==> src/rtl/extint_pkg.sv <==
package extint_pkg;
  localparam int CFG_W = 8;
  // bits of the register that ignore the interrupt mask
  localparam logic [CFG_W-1:0] FREE_BITS = 8'h27;
  localparam int G0_LSB = 6;
  localparam int G1_LSB = 3;

  typedef enum logic [1:0] {
    SENSE_FALL_LOW = 2'b00,
    SENSE_RISE     = 2'b01,
    SENSE_FALL     = 2'b10,
    SENSE_BOTH     = 2'b11
  } sense_e;
endpackage

==> src/rtl/extint_cfg_reg.sv <==
module extint_cfg_reg
  import extint_pkg::*;
(
  input  logic             clk,
  input  logic             rst,
  input  logic             wr_en,
  input  logic [CFG_W-1:0] wr_data,
  input  logic             mask_set,
  output logic [CFG_W-1:0] cfg_q,
  output sense_e           mode_g0,
  output sense_e           mode_g1
);
  logic [CFG_W-1:0] prot_src;

  assign prot_src = mask_set ? wr_data : cfg_q;

  always_ff @(posedge clk) begin
    if (rst) begin
      cfg_q <= '0;
    end else if (wr_en) begin
      cfg_q <= (wr_data & FREE_BITS) | (prot_src & ~FREE_BITS);
    end
  end

  assign mode_g0 = sense_e'(cfg_q[G0_LSB +: 2]);
  assign mode_g1 = sense_e'(cfg_q[G1_LSB +: 2]);

  p_fields_locked_r7: assert property (@(posedge clk) disable iff (rst)
    (wr_en && !mask_set) |=> ($stable(cfg_q[7:6]) && $stable(cfg_q[4:3])));

  p_free_bits_written_r8: assert property (@(posedge clk) disable iff (rst)
    wr_en |=> (cfg_q[5] == $past(wr_data[5]) && cfg_q[2:0] == $past(wr_data[2:0])));
endmodule

==> src/rtl/extint_pin_sync.sv <==
module extint_pin_sync #(
  parameter int W = 4
) (
  input  logic         clk,
  input  logic         rst,
  input  logic [W-1:0] pins,
  output logic [W-1:0] cur,
  output logic [W-1:0] prev
);
  logic [W-1:0] meta_q;

  // reset to ones: pins are taken to idle high, so no edge appears on reset exit
  always_ff @(posedge clk) begin
    if (rst) begin
      meta_q <= '1;
      cur    <= '1;
      prev   <= '1;
    end else begin
      meta_q <= pins;
      cur    <= meta_q;
      prev   <= cur;
    end
  end
endmodule

==> src/rtl/extint_group_det.sv <==
module extint_group_det
  import extint_pkg::*;
#(
  parameter int W = 4
) (
  input  logic         clk,
  input  logic         rst,
  input  sense_e       mode,
  input  logic [W-1:0] cur,
  input  logic [W-1:0] prev,
  input  logic         clr,
  output logic         req
);
  logic any_rise, any_fall, any_low, evt, level_hit;
  logic flag_q, flag_nxt;

  assign any_rise = |(cur & ~prev);
  assign any_fall = |(~cur & prev);
  assign any_low  = ~(&cur);

  always_comb begin
    unique case (mode)
      SENSE_RISE: evt = any_rise;
      SENSE_FALL: evt = any_fall;
      SENSE_BOTH: evt = any_rise | any_fall;
      default:    evt = any_fall;
    endcase
  end

  assign level_hit = (mode == SENSE_FALL_LOW) && any_low;
  // a fresh edge wins over a clear in the same cycle
  assign flag_nxt  = evt | (flag_q & ~clr);

  always_ff @(posedge clk) begin
    if (rst) begin
      flag_q <= 1'b0;
      req    <= 1'b0;
    end else begin
      flag_q <= flag_nxt;
      req    <= flag_nxt | level_hit;
    end
  end

  p_edge_sets_req_r6: assert property (@(posedge clk) disable iff (rst)
    evt |=> req);

  p_low_holds_req_r5: assert property (@(posedge clk) disable iff (rst)
    ((mode == SENSE_FALL_LOW) && any_low) |=> req);

  p_clear_drops_req_r6: assert property (@(posedge clk) disable iff (rst)
    (clr && !evt && mode != SENSE_FALL_LOW) |=> !req);
endmodule

==> src/rtl/extint_sense_ctrl.sv <==
module extint_sense_ctrl
  import extint_pkg::*;
#(
  parameter int GRP0_PINS = 4,
  parameter int GRP1_PINS = 3
) (
  input  logic                 clk,
  input  logic                 rst,
  input  logic                 cfg_wr_en,
  input  logic [7:0]           cfg_wr_data,
  input  logic                 int_mask,
  input  logic [GRP0_PINS-1:0] pins_g0,
  input  logic [GRP1_PINS-1:0] pins_g1,
  input  logic [1:0]           req_clr,
  output logic [7:0]           cfg_rd_data,
  output logic [1:0]           irq_req
);
  sense_e mode_g0, mode_g1;
  logic [GRP0_PINS-1:0] cur0, prev0;
  logic [GRP1_PINS-1:0] cur1, prev1;

  extint_cfg_reg u_cfg (
    .clk(clk), .rst(rst), .wr_en(cfg_wr_en), .wr_data(cfg_wr_data),
    .mask_set(int_mask), .cfg_q(cfg_rd_data),
    .mode_g0(mode_g0), .mode_g1(mode_g1)
  );

  extint_pin_sync #(.W(GRP0_PINS)) u_sync0 (
    .clk(clk), .rst(rst), .pins(pins_g0), .cur(cur0), .prev(prev0)
  );

  extint_pin_sync #(.W(GRP1_PINS)) u_sync1 (
    .clk(clk), .rst(rst), .pins(pins_g1), .cur(cur1), .prev(prev1)
  );

  extint_group_det #(.W(GRP0_PINS)) u_det0 (
    .clk(clk), .rst(rst), .mode(mode_g0), .cur(cur0), .prev(prev0),
    .clr(req_clr[0]), .req(irq_req[0])
  );

  extint_group_det #(.W(GRP1_PINS)) u_det1 (
    .clk(clk), .rst(rst), .mode(mode_g1), .cur(cur1), .prev(prev1),
    .clr(req_clr[1]), .req(irq_req[1])
  );

  p_reg_quiet_r1: assert property (@(posedge clk) disable iff (rst)
    (!cfg_wr_en) |=> $stable(cfg_rd_data));
endmodule

==> config.mk <==
export PLATFORM = sky130hd
export DESIGN_NAME = extint_sense_ctrl
export DESIGN_NICKNAME = d
export VERILOG_FILES = /design/src/rtl/extint_pkg.sv /design/src/rtl/extint_cfg_reg.sv /design/src/rtl/extint_pin_sync.sv /design/src/rtl/extint_group_det.sv /design/src/rtl/extint_sense_ctrl.sv
export SDC_FILE = /design/constraint.sdc
export NUM_CORES = 1
export LEC_CHECK = 0
export ABC_AREA = 1
export BUFFER_PORTS_ARGS = -buffer_cell sky130_fd_sc_hd__buf_2
export CORE_MARGIN = 2
export CORE_UTILIZATION = 25
export CTS_CLUSTER_SIZE = 8
export DETAILED_ROUTE_END_ITERATION = 16
export GPL_TIMING_DRIVEN = 0
export PLACE_DENSITY = 0.49
export SLEW_MARGIN = 5
export SYNTH_ARGS = -nofsm -noshare
export SYNTH_HDL_FRONTEND = slang
export SYNTH_HIERARCHICAL = 1
export SYNTH_SLANG_ARGS = --single-unit
==> constraint.sdc <==
create_clock -name clk -period 1.8 [get_ports clk]
set_clock_uncertainty 0.2 [all_clocks]
set_input_delay 0.18 -clock clk [delete_from_list [all_inputs] [get_ports clk]]
set_output_delay 0.18 -clock clk [all_outputs]
set_load 0.005 [all_outputs]
**Word level (Yosys, flattened, before mapping)**

Cells that the tools add are included.

- Eq/ne operators: 4
- Multiplexer cells: 3
- Bitwise gates (word level): 21
- Reductions and logical operators: 10

Operators with widths:

| cell | number |
|---|---|
| $and A4 B4 Y4 | 2 |
| $mux W8 | 1 |
| $not A4 Y4 | 2 |
| $or A6 B8 Y8 | 1 |
| $reduce_or A4 Y1 | 2 |
| $and A3 B3 Y3 | 2 |
| $not A3 Y3 | 2 |
| $or A1 B1 Y1 | 6 |
| $reduce_or A3 Y1 | 2 |
| $eq A2 B1 Y1 const B | 2 |
| $eq A2 B2 Y1 const B | 2 |
| $logic_not A2 Y1 | 2 |
| $not A1 Y1 | 4 |
| $pmux W1 S2 | 2 |
| $reduce_and A4 Y1 | 1 |
| $reduce_and A3 Y1 | 1 |
| $and A1 B1 Y1 | 2 |
| $logic_and A1 B1 Y1 | 2 |

- Register bits: 33

**Logic depth before layout (Yosys ltp)**

Gate-level depths: netlist (run 1).

- Depth after elaboration: 7
- Depth in mapped cells: 7
- Depth with buffers taken out: 7

**Hierarchy**

Netlist (run 1), hierarchy kept.

By module, submodules not included:

| module | instances | cells an instance | area an instance (µm²) | sequential area each (µm²) |
|---|---|---|---|---|
| extint_pin_sync (u_sync0) | 1 | 38 | 345.3 | 240.2 |
| extint_cfg_reg | 1 | 47 | 329.1 | 160.2 |
| extint_pin_sync (u_sync1) | 1 | 28 | 251.5 | 180.2 |
| extint_group_det (u_det0) | 1 | 34 | 168.9 | 40.0 |
| extint_group_det (u_det1) | 1 | 29 | 150.1 | 40.0 |

**Worst setup path before layout (run 1)**

No wires, ideal clock.

- Path kind: reg2reg
- Start: register u_sync0.cur[2]
- End: register u_det0.req
- Library setup time: 0.114 ns
- Arrival time: 0.753 ns
- Path slack: 0.733 ns
- Stages on the path, launching flop included: 8
- Path through: dfxtp_1 inv_1 nand2_1 nand2_1 o21ai_1 nand3_1 nand2_1 nand2_1

- Word-level cells in the longest chain between the ends: 7
- Elaborated cells between the ends (all ways): 12

RTL lines:

| what | line | text |
|---|---|---|
| start, declared | extint_pin_sync.sv:7 | `output logic [W-1:0] cur,` |
| start signal, assigned | extint_pin_sync.sv:20 | `cur <= meta_q;` |
| $not A4 Y4 | extint_group_det.sv:18 | `assign any_fall = \|(~cur & prev);` |
| $and A4 B4 Y4 | extint_group_det.sv:18 |  |
| $reduce_or A4 Y1 | extint_group_det.sv:18 |  |
| $or A1 B1 Y1 | extint_group_det.sv:25 | `SENSE_BOTH: evt = any_rise \| any_fall;` |
| $pmux W1 S2 | extint_group_det.sv:22 | `unique case (mode)` |
| $or A1 B1 Y1 | extint_group_det.sv:32 | `assign flag_nxt = evt \| (flag_q & ~clr);` |
| $or A1 B1 Y1 * | extint_group_det.sv:40 | `req <= flag_nxt \| level_hit;` |
| end signal, assigned | extint_group_det.sv:40 |  |
| end, declared | extint_group_det.sv:12 | `output logic req` |

Mark *: on every way between the ends. The rest lies on a longest branch, timed or not.
A chain may end at the register's enable or synchronous reset.

**Worst setup path in the final report (run 1)**

- Start: register u_sync0.cur[0]
- End: register u_det0.req

The elaborated chain is that of the path after synthesis.

==> metrics.md, run 1 <==
| Metric | Value |
|---|---|
| Crit path time final | `1.164 ns` |
| Remaining Overflow, GRT | `0` |
| Static leakage | `1.087 nW` |
| Flops & latches, synth | `33` |
| Final Cycle Share | `64.69%` |
| Pwr Total | `1.669 mW` |
| Die Span Y | `74.57 microns` |
| Fill cells | `520` |
| Max-slew headroom | `84.15%` |
| Fmax | `858.8 MHz` |
| WL/cell | `7.598 microns` |
| Hold Path Depth | `3` |
| Total CTS buffers | `5` |
| Setup TNS | `0 ns` |
| DP Wirelength | `1.589 mm` |
| Worst-path clk slew | `0.07 ns` |
| Final count of hold timing violations | `0` |
| H-Tree Depth | `2` |
| Pwr Density | `954.4 mW/mm^2` |
| Yosys cell types | `14` |
| Routed vias/inst | `3.595` |
| Final core occ | `36.79%` |
| Post-Syn Area | `0.001245 sq mm` |
| CP Capture Type | `flop` |
| Chip width | `74.57 microns` |
| Max cap viols | `0` |
| Drt first pass iters | `4` |
| Clock sink count | `33` |
| Sequential fraction of the synthesis area | `53.07%` |
| Final WS setup | `0.6356 ns` |
| Rows | `25` |
| Via count | `1064` |
| VDD IR-drop max | `0.0003160 V` |
| Register area | `660.6 sq um` |
| Fin nets | `249` |
| Die Footprint | `0.005560 sq mm` |
| First-pass GRT wire length | `3.850 mm` |
| Hold Slack | `0.03353 ns` |
| Synth-to-Final Area Change | `40.50%` |
| Status | `finished, final reports clean` |
| # DRC | `0` |
| Worst reg-to-reg path cell count | `7` |
| Syn_area_per_cell | `7.074 sq um` |
| Post-Place Cells | `273` |
| Arrival time at the worst endpoint | `1.14 ns` |
| Clock Tree Buf Depth | `2` |
| # diodes | `0` |
| Core Area | `0.004755 sq mm` |
| Wirelength, routed | `2.249 mm` |
| Footprint of the multi-input gates | `355.3 sq um` |
| Final Cell Area | `0.001749 sq mm` |
| Post-CTS setup buffer count | `0` |
| Hold WC Path Type | `primary input to flop` |
| CP startpoint kind | `flop` |
| Crit-path max FO | `4` |
| GRT Overall Usage | `9.475%` |
| Mapped Cells | `176` |
| Tightest Pin Transition | `0.2374 ns` |
| Port bufs | `30` |
| Commonest non-fill, non-tap cells in the layout | `nand2_1 (56), inv_1 (48), dfxtp_1 (33)` |
| Clk_lat worst skew | `0.28 ns` |
| Initial antenna violation count | `0` |
| Syn Nets | `197` |
| Vias in the first global route | `949` |
| Fin cells | `296` |
| Commonest non-fill, non-tap cell in the layout | `nand2_1` |
| # IOs | `31` |
| Initial drt markers | `16` |
| Starting Density | `26.18%` |
| Share of layout cells above drive strength 1 | `20.09%` |
| Final Max Tran Viols | `0` |
| Antenna Nets Post-Route | `0` |
| Post-cts resize count | `0` |
| Kind of critical path | `flop to flop` |
| Worst path required time | `1.78 ns` |
| Pin count of the biggest net entering global routing | `12` |
| CTS tree | `yes` |
| RSZ-0062 raised after global routing | `false` |
| Yosys Warn Count | `6` |
| Clk root buf | `clkbuf_8` |
| GPL Wtd Cong | `0.7332` |
| DP Worst Slack | `0.6500 ns` |
| Placed instance area | `0.001479 sq mm` |
| Final setup viols | `0` |
## layout make-up
| cell class | instances | share of cell area, % |
|---|---|---|
| Sequential cell | 33 | 37.77 |
| Multi-Input combinational cell | 88 | 20.31 |
| Timing Repair Buffer | 45 | 17.17 |
| Inverter | 50 | 10.73 |
| Tap cell | 67 | 4.793 |
| Clock buffer | 6 | 4.721 |
| Buffer | 5 | 2.361 |
| Clock inverter | 2 | 2.146 |
## per-layer routing
metal | GRT usage [%] | wire length [microns] | up-vias
li1 | - | - | 596
met1 | 11.31 | 1144 | 431
met2 | 14.55 | 920 | 29
met3 | 2.439 | 107 | 8
met4 | 7.143 | 76 | 0
met5 | 0 | 0 | -
## kinds of logic (layout without fill, tap and decap cells)
logic type	Yosys count	in the layout	synth area share, %
and+or+nand+nor	80	80	25.13
buffers and inverters	55	108	18.39
DFF	33	33	53.07
AOI/OAI and AO/OA	8	8	3.417
## critical path: stages (launching register included)
cell and delay [ns]:
dfxtp_1 0.38, inv_1 0.06, nand2_1 0.05, o21ai_1 0.06
o21ai_1 0.11, nand3_1 0.08, nand2_1 0.08, nand2_1 0.05
## worst paths after layout
check                                from                           to  slack (ns)
max reg2reg     u_sync0/cur[0]$_SDFF_PP1_        u_det0/req$_SDFF_PP0_        0.64
min reg2reg  u_sync1/meta_q[1]$_SDFF_PP1_    u_sync1/cur[1]$_SDFF_PP1_        0.20
max             u_sync0/cur[0]$_SDFF_PP1_        u_det0/req$_SDFF_PP0_        0.64
min                             cfg_wr_en  u_cfg/cfg_q[5]$_SDFFE_PP0P_        0.03
## synth_stat cells
library cell,n,area (sq um)
buf_4,4,30.03
buf_6,1,11.26
dfxtp_1,33,660.6
inv_1,48,180.2
inv_2,2,7.510
nand2_1,56,210.2
nand2_2,1,6.260
nand3_1,4,20.02
nand4_1,1,6.260
nor2_1,16,60.06
nor3_1,2,10.01
o21ai_0,4,20.02
o21ai_1,3,15.01
o31ai_1,1,7.510
## report_power, final
part           internal, mW  leakage [nW]  switching [mW]
clock network         0.450        0.0574           0.263
registers             0.772         0.273          0.0187
logic                0.0888         0.756          0.0767
## timing repair
item                                    CTS  global route
endpoints found under the hold margin    15             0
hold buffers                             15             0
endpoints found under the setup margin    0             0
No activity file was read; power rests on OpenSTA's default activity.
==> inputs of run 2 (changes only) <==
==> constraint.sdc (replaced) <==
create_clock -name clk -period 1.11 [get_ports clk]
set_clock_uncertainty 0.2 [all_clocks]
set_input_delay 0.111 -clock clk [delete_from_list [all_inputs] [get_ports clk]]
set_output_delay 0.111 -clock clk [all_outputs]
set_load 0.005 [all_outputs]
==> run 2 against run 1 <==
Effect of this change: the flow now finishes with violations (negative hold slack, negative setup slack); combinational power increased by 75%; register-to-register slack got worse by 0.64 ns; total power increased by 64%; flip-flop and latch count unchanged; design area increased by 4.8%; via count increased by 2.7%; first-iteration DRC count decreased by 19%.
==> metrics.md, run 2 (same netlist as run 1, synthesis figures left out) <==
| Metric | Value |
|---|---|
| Status | `complete, but fails checks` |
| Failing checks | `negative hold slack, negative setup slack` |
| Initial drt markers | `13 (-3)` |
| Setup TNS | `-0.0006821 ns (-0.0006821 ns)` |
| Min-delay src | `rst` |
| Final setup viols | `1 (+1)` |
| Rows | `25 (unchanged)` |
| CP Buf/Inv Count | `1 (unchanged)` |
| Crit path top cell by count | `nand2_1` |
| First-pass GRT wire length | `4.043 mm (+5.0%)` |
| Final Max Tran Viols | `0 (unchanged)` |
| Total CTS buffers | `5 (unchanged)` |
| Pin count of the biggest net entering global routing | `12 (unchanged)` |
| Core Area | `0.004755 sq mm (unchanged)` |
| Kind of critical path | `flop to flop` |
| # diodes | `0 (unchanged)` |
| Crit path time final | `1.111 ns (-0.05375 ns)` |
| Crit path max-delay family | `flip-flops` |
| Clk root buf | `clkbuf_8` |
| GPL Wtd Cong | `0.7332 (unchanged)` |
| Static leakage | `1.122 nW (+3.2%)` |
| Clock Tree Buf Depth | `2 (unchanged)` |
| CP max-delay cell | `dfxtp_2` |
| Tightest Pin Transition | `0.2595 ns (+0.02205 ns)` |
| DP Worst Slack | `-0.03997 ns (-0.6900 ns)` |
| Post-Place Cells | `273 (unchanged)` |
| Crit-path max FO | `4 (unchanged)` |
| Die Span Y | `74.57 microns (unchanged)` |
| Pwr Total | `2.738 mW (+64%)` |
| Max cap viols | `0 (unchanged)` |
| Initial antenna violation count | `0 (unchanged)` |
| Drt first pass iters | `4 (unchanged)` |
| Critical-path cell list | `inv_1 > nand2_1 > o21ai_1 > o21ai_1 > nand3_1 > nand2_1 > nand2_1` |
| WL/cell | `7.758 microns (+2.1%)` |
| Final core occ | `38.55% (+1.8 points)` |
| Fin cells | `302 (+2.0%)` |
| Via count | `1093 (+2.7%)` |
| Routed vias/inst | `3.619 (+0.68%)` |
| Remaining Overflow, GRT | `0 (unchanged)` |
| Hold Path Depth | `4 (+1)` |
| Critical Path Stages | `7 (unchanged)` |
| Port bufs | `30 (unchanged)` |
| Slowest cell delay on critical path | `0.36 ns (-0.02 ns)` |
| Max-slew headroom | `82.68% (-1.5 points)` |
| Share of layout cells above drive strength 1 | `27.23% (+7.1 points)` |
| Wirelength, routed | `2.343 mm (+4.2%)` |
| Final Cycle Share | `100.1% (+35 points)` |
| Vias in the first global route | `1007 (+6.1%)` |
| Commonest non-fill, non-tap cells in the layout | `nand2_1 (56), inv_1 (46), buf_2 (30)` |
| CTS tree | `yes` |
| Worst reg-to-reg path cell count | `7 (unchanged)` |
| Arrival time at the worst endpoint | `1.09 ns (-0.05 ns)` |
| RSZ-0062 raised after global routing | `true` |
| Synth-to-Final Area Change | `47.24%` |
| CP startpoint kind | `flop` |
| VDD IR-drop max | `0.0004989 V (+58%)` |
| H-Tree Depth | `2 (unchanged)` |
| Hold Slack | `-0.01167 ns (-0.04520 ns)` |
| CP Capture Type | `flop` |
| Final WS setup | `-0.0006821 ns (-0.6362 ns)` |
| Crit path launch | `u_sync0/cur[0]$_SDFF_PP1_` |
| Clk_lat worst skew | `0.28 ns (about the same)` |
| Hold WC Path Type | `primary input to flop` |
| # DRC | `0 (unchanged)` |
| Fill cells | `516 (-0.77%)` |
| Commonest non-fill, non-tap cell in the layout | `nand2_1` |
| Die Footprint | `0.005560 sq mm (unchanged)` |
| Final count of hold timing violations | `2 (+2)` |
| Fin nets | `255 (+2.4%)` |
| Worst-path clk slew | `0.07 ns (about the same)` |
| Worst path required time | `1.09 ns (-0.69 ns)` |
| GRT Overall Usage | `9.894% (+0.42 points)` |
| # IOs | `31 (unchanged)` |
| DP Wirelength | `1.589 mm (unchanged)` |
| Fmax | `900.3 MHz (+4.8%)` |
| Antenna Nets Post-Route | `0 (unchanged)` |
| Pwr Density | `1494 mW/mm^2 (+57%)` |
| R2r startpoint | `u_sync0/cur[0]$_SDFF_PP1_` |
| Starting Density | `26.18% (unchanged)` |
| Clock sink count | `33 (unchanged)` |
| Chip width | `74.57 microns (unchanged)` |
-- run 2: cell count changes in the layout (fill, tap and decap cells not counted), moves of 2 or more --
cell	delta
o21ai_0	-2
dfxtp_2	+11
dfxtp_1	-11
inv_1	-2
inv_2	+2
dlygate4sd3_1	+3
o21ai_2	+2
buf_4	+2
-- run 2: final cells by class --
| type | instances | area, sq um | share of cell area (%) |
|---|---|---|---|
| Sequential cell | 33 | 674.4 | 36.79 |
| Multi-Input combinational cell | 88 | 367.9 | 20.07 |
| Timing Repair Buffer | 51 | 357.8 | 19.52 |
| Inverter | 50 | 187.7 | 10.24 |
| Tap cell | 67 | 83.83 | 4.573 |
| Clock buffer | 6 | 82.58 | 4.505 |
| Buffer | 5 | 41.29 | 2.253 |
| Clock inverter | 2 | 37.54 | 2.048 |
-- run 2: per-stage QoR --
step	hold WS [ns]	cell area, sq um
2_1_floorplan	0.002922	1245
3_3_place_gp	0.08741	1479
3_5_place_dp	0.09277	1479
4_1_cts	-0.01118	1803
5_1_grt	0.02712	1833
6_report	-0.01167	1833
-- run 2: worst paths after layout --
path                                     to  slack (ns)
hold reg to reg   u_sync1/cur[1]$_SDFF_PP1_        0.20
setup reg to reg      u_det0/req$_SDFF_PP0_     -0.0007
hold / removal     u_det0/flag_q$_SDFF_PP0_       -0.01
setup / recovery      u_det0/req$_SDFF_PP0_     -0.0007
-- run 2: timing repair --
item	in CTS	in global routing
endpoints found under the setup margin	3	10
hold buffers	19	0
resized for setup	5	14
hold endpoints to repair	21	0
setup buffers	1	1
pin swaps	0	7
-- run 2: power breakdown --
part / switching (mW) / internal (mW)
Sequential: 0.0312 / 1.26
Clock: 0.431 / 0.729
Combinational: 0.131 / 0.160
-- run 2: tightest hold or removal path, cell delays in order --
cell,delay (ns)
buf_2,0.16
inv_1,0.07
nand2_1,0.06
inv_1,0.04
-- run 2: routing by layer --
metal	wire length, microns	track usage [%]	share of wire (%)
met5	0	0	0
met4	76	7.143	3.2
met3	103	2.439	4.4
met2	986	15.63	42
met1	1177	11.64	50
==> inputs of run 3 (changes only) <==
--- a/config.mk
+++ b/config.mk
@@ -12,7 +12,7 @@
 export CTS_CLUSTER_SIZE = 8
 export DETAILED_ROUTE_END_ITERATION = 16
 export GPL_TIMING_DRIVEN = 0
-export PLACE_DENSITY = 0.49
+export PLACE_DENSITY = 0.55
 export SLEW_MARGIN = 5
 export SYNTH_ARGS = -nofsm -noshare
 export SYNTH_HDL_FRONTEND = slang
==> run 3 against run 2 <==
Effect of this change: the flow still finishes with violations (negative hold slack, negative setup slack); sequential power about the same; register-to-register slack about the same; non-clock buffer count grew 1; critical endpoint unchanged; global-route usage increased by 0.72 points; first-iteration DRC count grew to 2.7 times the previous value; total power hardly changed; die area is the same; largest power group unchanged; critical path depth did not move.
==> metrics.md, run 3 (same netlist as run 1, synthesis figures left out) <==
| Metric | Value |
|---|---|
| Drt first pass iters | `4 (unchanged)` |
| CP max-delay cell | `dfxtp_1` |
| Wirelength, routed | `2.488 mm (+6.2%)` |
| WL/cell | `8.211 microns (+5.8%)` |
| Final setup viols | `1 (unchanged)` |
| CP startpoint kind | `flop` |
| Max-slew headroom | `83.57% (+0.89 points)` |
| Final Max Tran Viols | `0 (unchanged)` |
| Clock Tree Buf Depth | `2 (unchanged)` |
| Final Cycle Share | `100.8% (+0.76 points)` |
| Critical-path cell list | `inv_1 > nand2_1 > nand2_1 > o21ai_1 > nand3_1 > nand2_1 > nand2_1` |
| Pwr Density | `1483 mW/mm^2 (-0.69%)` |
| Remaining Overflow, GRT | `0 (unchanged)` |
| Initial drt markers | `35 (+22)` |
| # IOs | `31 (unchanged)` |
| # diodes | `0 (unchanged)` |
| Crit path max-delay family | `flip-flops` |
| Synth-to-Final Area Change | `48.24%` |
| Crit-path max FO | `2 (-2)` |
| Worst-path clk slew | `0.06 ns (about the same)` |
| RSZ-0062 raised after global routing | `true` |
| Fin nets | `256 (+0.39%)` |
| Port bufs | `30 (unchanged)` |
| Chip width | `74.57 microns (unchanged)` |
| Hold Slack | `-0.002928 ns (+0.008739 ns)` |
| GRT Overall Usage | `10.62% (+0.72 points)` |
| Vias in the first global route | `1088 (+8.0%)` |
| Commonest non-fill, non-tap cell in the layout | `nand2_1` |
| Slowest cell delay on critical path | `0.33 ns (-0.03 ns)` |
| Hold WC Path Type | `primary input to flop` |
| Final WS setup | `-0.009085 ns (-0.008403 ns)` |
| Worst reg-to-reg path cell count | `7 (unchanged)` |
| VDD IR-drop max | `0.0004667 V (-6.4%)` |
| CP Buf/Inv Count | `1 (unchanged)` |
| Met3 usage | `2.439% (unchanged)` |
| Core Area | `0.004755 sq mm (unchanged)` |
| Commonest non-fill, non-tap cells in the layout | `nand2_1 (54), inv_1 (42), buf_2 (30)` |
| Crit path time final | `1.119 ns (+0.008403 ns)` |
| CTS tree | `yes` |
| DP Wirelength | `1.591 mm (+0.16%)` |
| Max cap viols | `0 (unchanged)` |
| Routed vias/inst | `3.604 (-0.42%)` |
| Antenna Nets Post-Route | `0 (unchanged)` |
| Initial antenna violation count | `0 (unchanged)` |
| Die Footprint | `0.005560 sq mm (unchanged)` |
| Die Span Y | `74.57 microns (unchanged)` |
| # DRC | `0 (unchanged)` |
| Clk_lat worst skew | `0.28 ns (about the same)` |
| Status | `complete, but fails checks` |
| Rows | `25 (unchanged)` |
| First-pass GRT wire length | `4.374 mm (+8.2%)` |
| Static leakage | `1.118 nW (-0.27%)` |
| Total CTS buffers | `5 (unchanged)` |
| Kind of critical path | `flop to flop` |
| Clock sink count | `33 (unchanged)` |
| Crit path top cell by count | `nand2_1` |
| M2 GR Usage | `17.40% (+1.8 points)` |
| Pin count of the biggest net entering global routing | `11 (-1)` |
| Critical Path Stages | `7 (unchanged)` |
| CP Capture Type | `flop` |
| GR Util met1 | `12.29% (+0.65 points)` |
| Starting Density | `26.18% (unchanged)` |
| GPL Wtd Cong | `0.7188 (-2.0%)` |
| Hold Path Depth | `4 (unchanged)` |
| Fmax | `893.6 MHz (-0.75%)` |
| Arrival time at the worst endpoint | `1.09 ns (about the same)` |
| Failing checks | `negative hold slack, negative setup slack` |
| Clk root buf | `clkbuf_8` |
| Via count | `1092 (-0.091%)` |
| Tightest Pin Transition | `0.2461 ns (-0.01337 ns)` |
| Worst path required time | `1.09 ns (about the same)` |
| H-Tree Depth | `2 (unchanged)` |
| Share of layout cells above drive strength 1 | `30.51% (+3.3 points)` |
| GR peak layer | `met2` |
| DP Worst Slack | `-0.06359 ns (-0.02362 ns)` |
| Final core occ | `38.82% (+0.26 points)` |
| Final count of hold timing violations | `1 (-1)` |
==> run 3: cell count changes in the layout (fill, tap and decap cells not counted), sizes merged <==
cell         before  now
dlygate4sd3      18   19
clkinvlp          1    0
clkbuf            6    7
==> run 3: cell type report <==
| class | instances | area (sq um) |
|---|---|---|
| fill | 524 | 2909 |
| sequential | 33 | 678.2 |
| timing repair buffer | 53 | 375.4 |
| multi-input combinational | 88 | 370.4 |
| inverter | 50 | 187.7 |
| clock buffer | 7 | 86.33 |
| tap | 67 | 83.83 |
| buffer | 4 | 33.78 |
| clock inverter | 1 | 30.03 |
==> run 3: routing by layer <==
layer	vias up	part of all wire [%]
li1	613	-
met1	443	50
met2	32	44
met3	4	3.9
met4	0	2.2
met5	-	0
==> run 3: tightest hold or removal path, delay by kind of cell <==
kind / cells / cell delay, ns
buf+inv: 3 / 0.27
simple gates: 1 / 0.06
==> run 3: final timing paths <==
| kind | start | end | slack, ns |
|---|---|---|---|
| worst max-delay path | u_sync0/prev[0]$_SDFF_PP1_ | u_det0/req$_SDFF_PP0_ | -0.009 |
| worst min-delay path | rst | u_det0/flag_q$_SDFF_PP0_ | -0.003 |
| worst max register to register | u_sync0/prev[0]$_SDFF_PP1_ | u_det0/req$_SDFF_PP0_ | -0.009 |
| worst min register to register | u_sync1/meta_q[1]$_SDFF_PP1_ | u_sync1/cur[1]$_SDFF_PP1_ | 0.20 |
==> run 3: per-stage QoR <==
stage | TNS, ns | area [sq um] | hold slack [ns] | total power, mW | cells
CTS | -0.01999 | 1815 | -0.00008490 | 2.776 | 303
global route | -0.2211 | 1846 | 0.03706 | 2.875 | 303
finish | -0.009085 | 1846 | -0.002928 | 2.738 | 303
floorplan | 0 | 1245 | 0.002922 | 1.443 | 176
detailed placement | -0.1135 | 1479 | 0.09281 | 1.543 | 273
global placement | -0.04092 | 1479 | 0.09044 | 1.539 | 273
==> run 3: what timing repair did <==
item,in CTS,in global routing
pin swaps,0,6
gates resized for setup,4,24
hold buffers,20,0
setup endpoints to repair,2,9
setup buffers,3,0
endpoints found under the hold margin,20,0
==> run 3: power by group <==
part           leakage [nW]  switching (mW)  internal (mW)
logic                 0.790           0.134          0.162
clock network        0.0585           0.423          0.732
registers             0.270          0.0308           1.26
total                  1.12           0.588           2.15
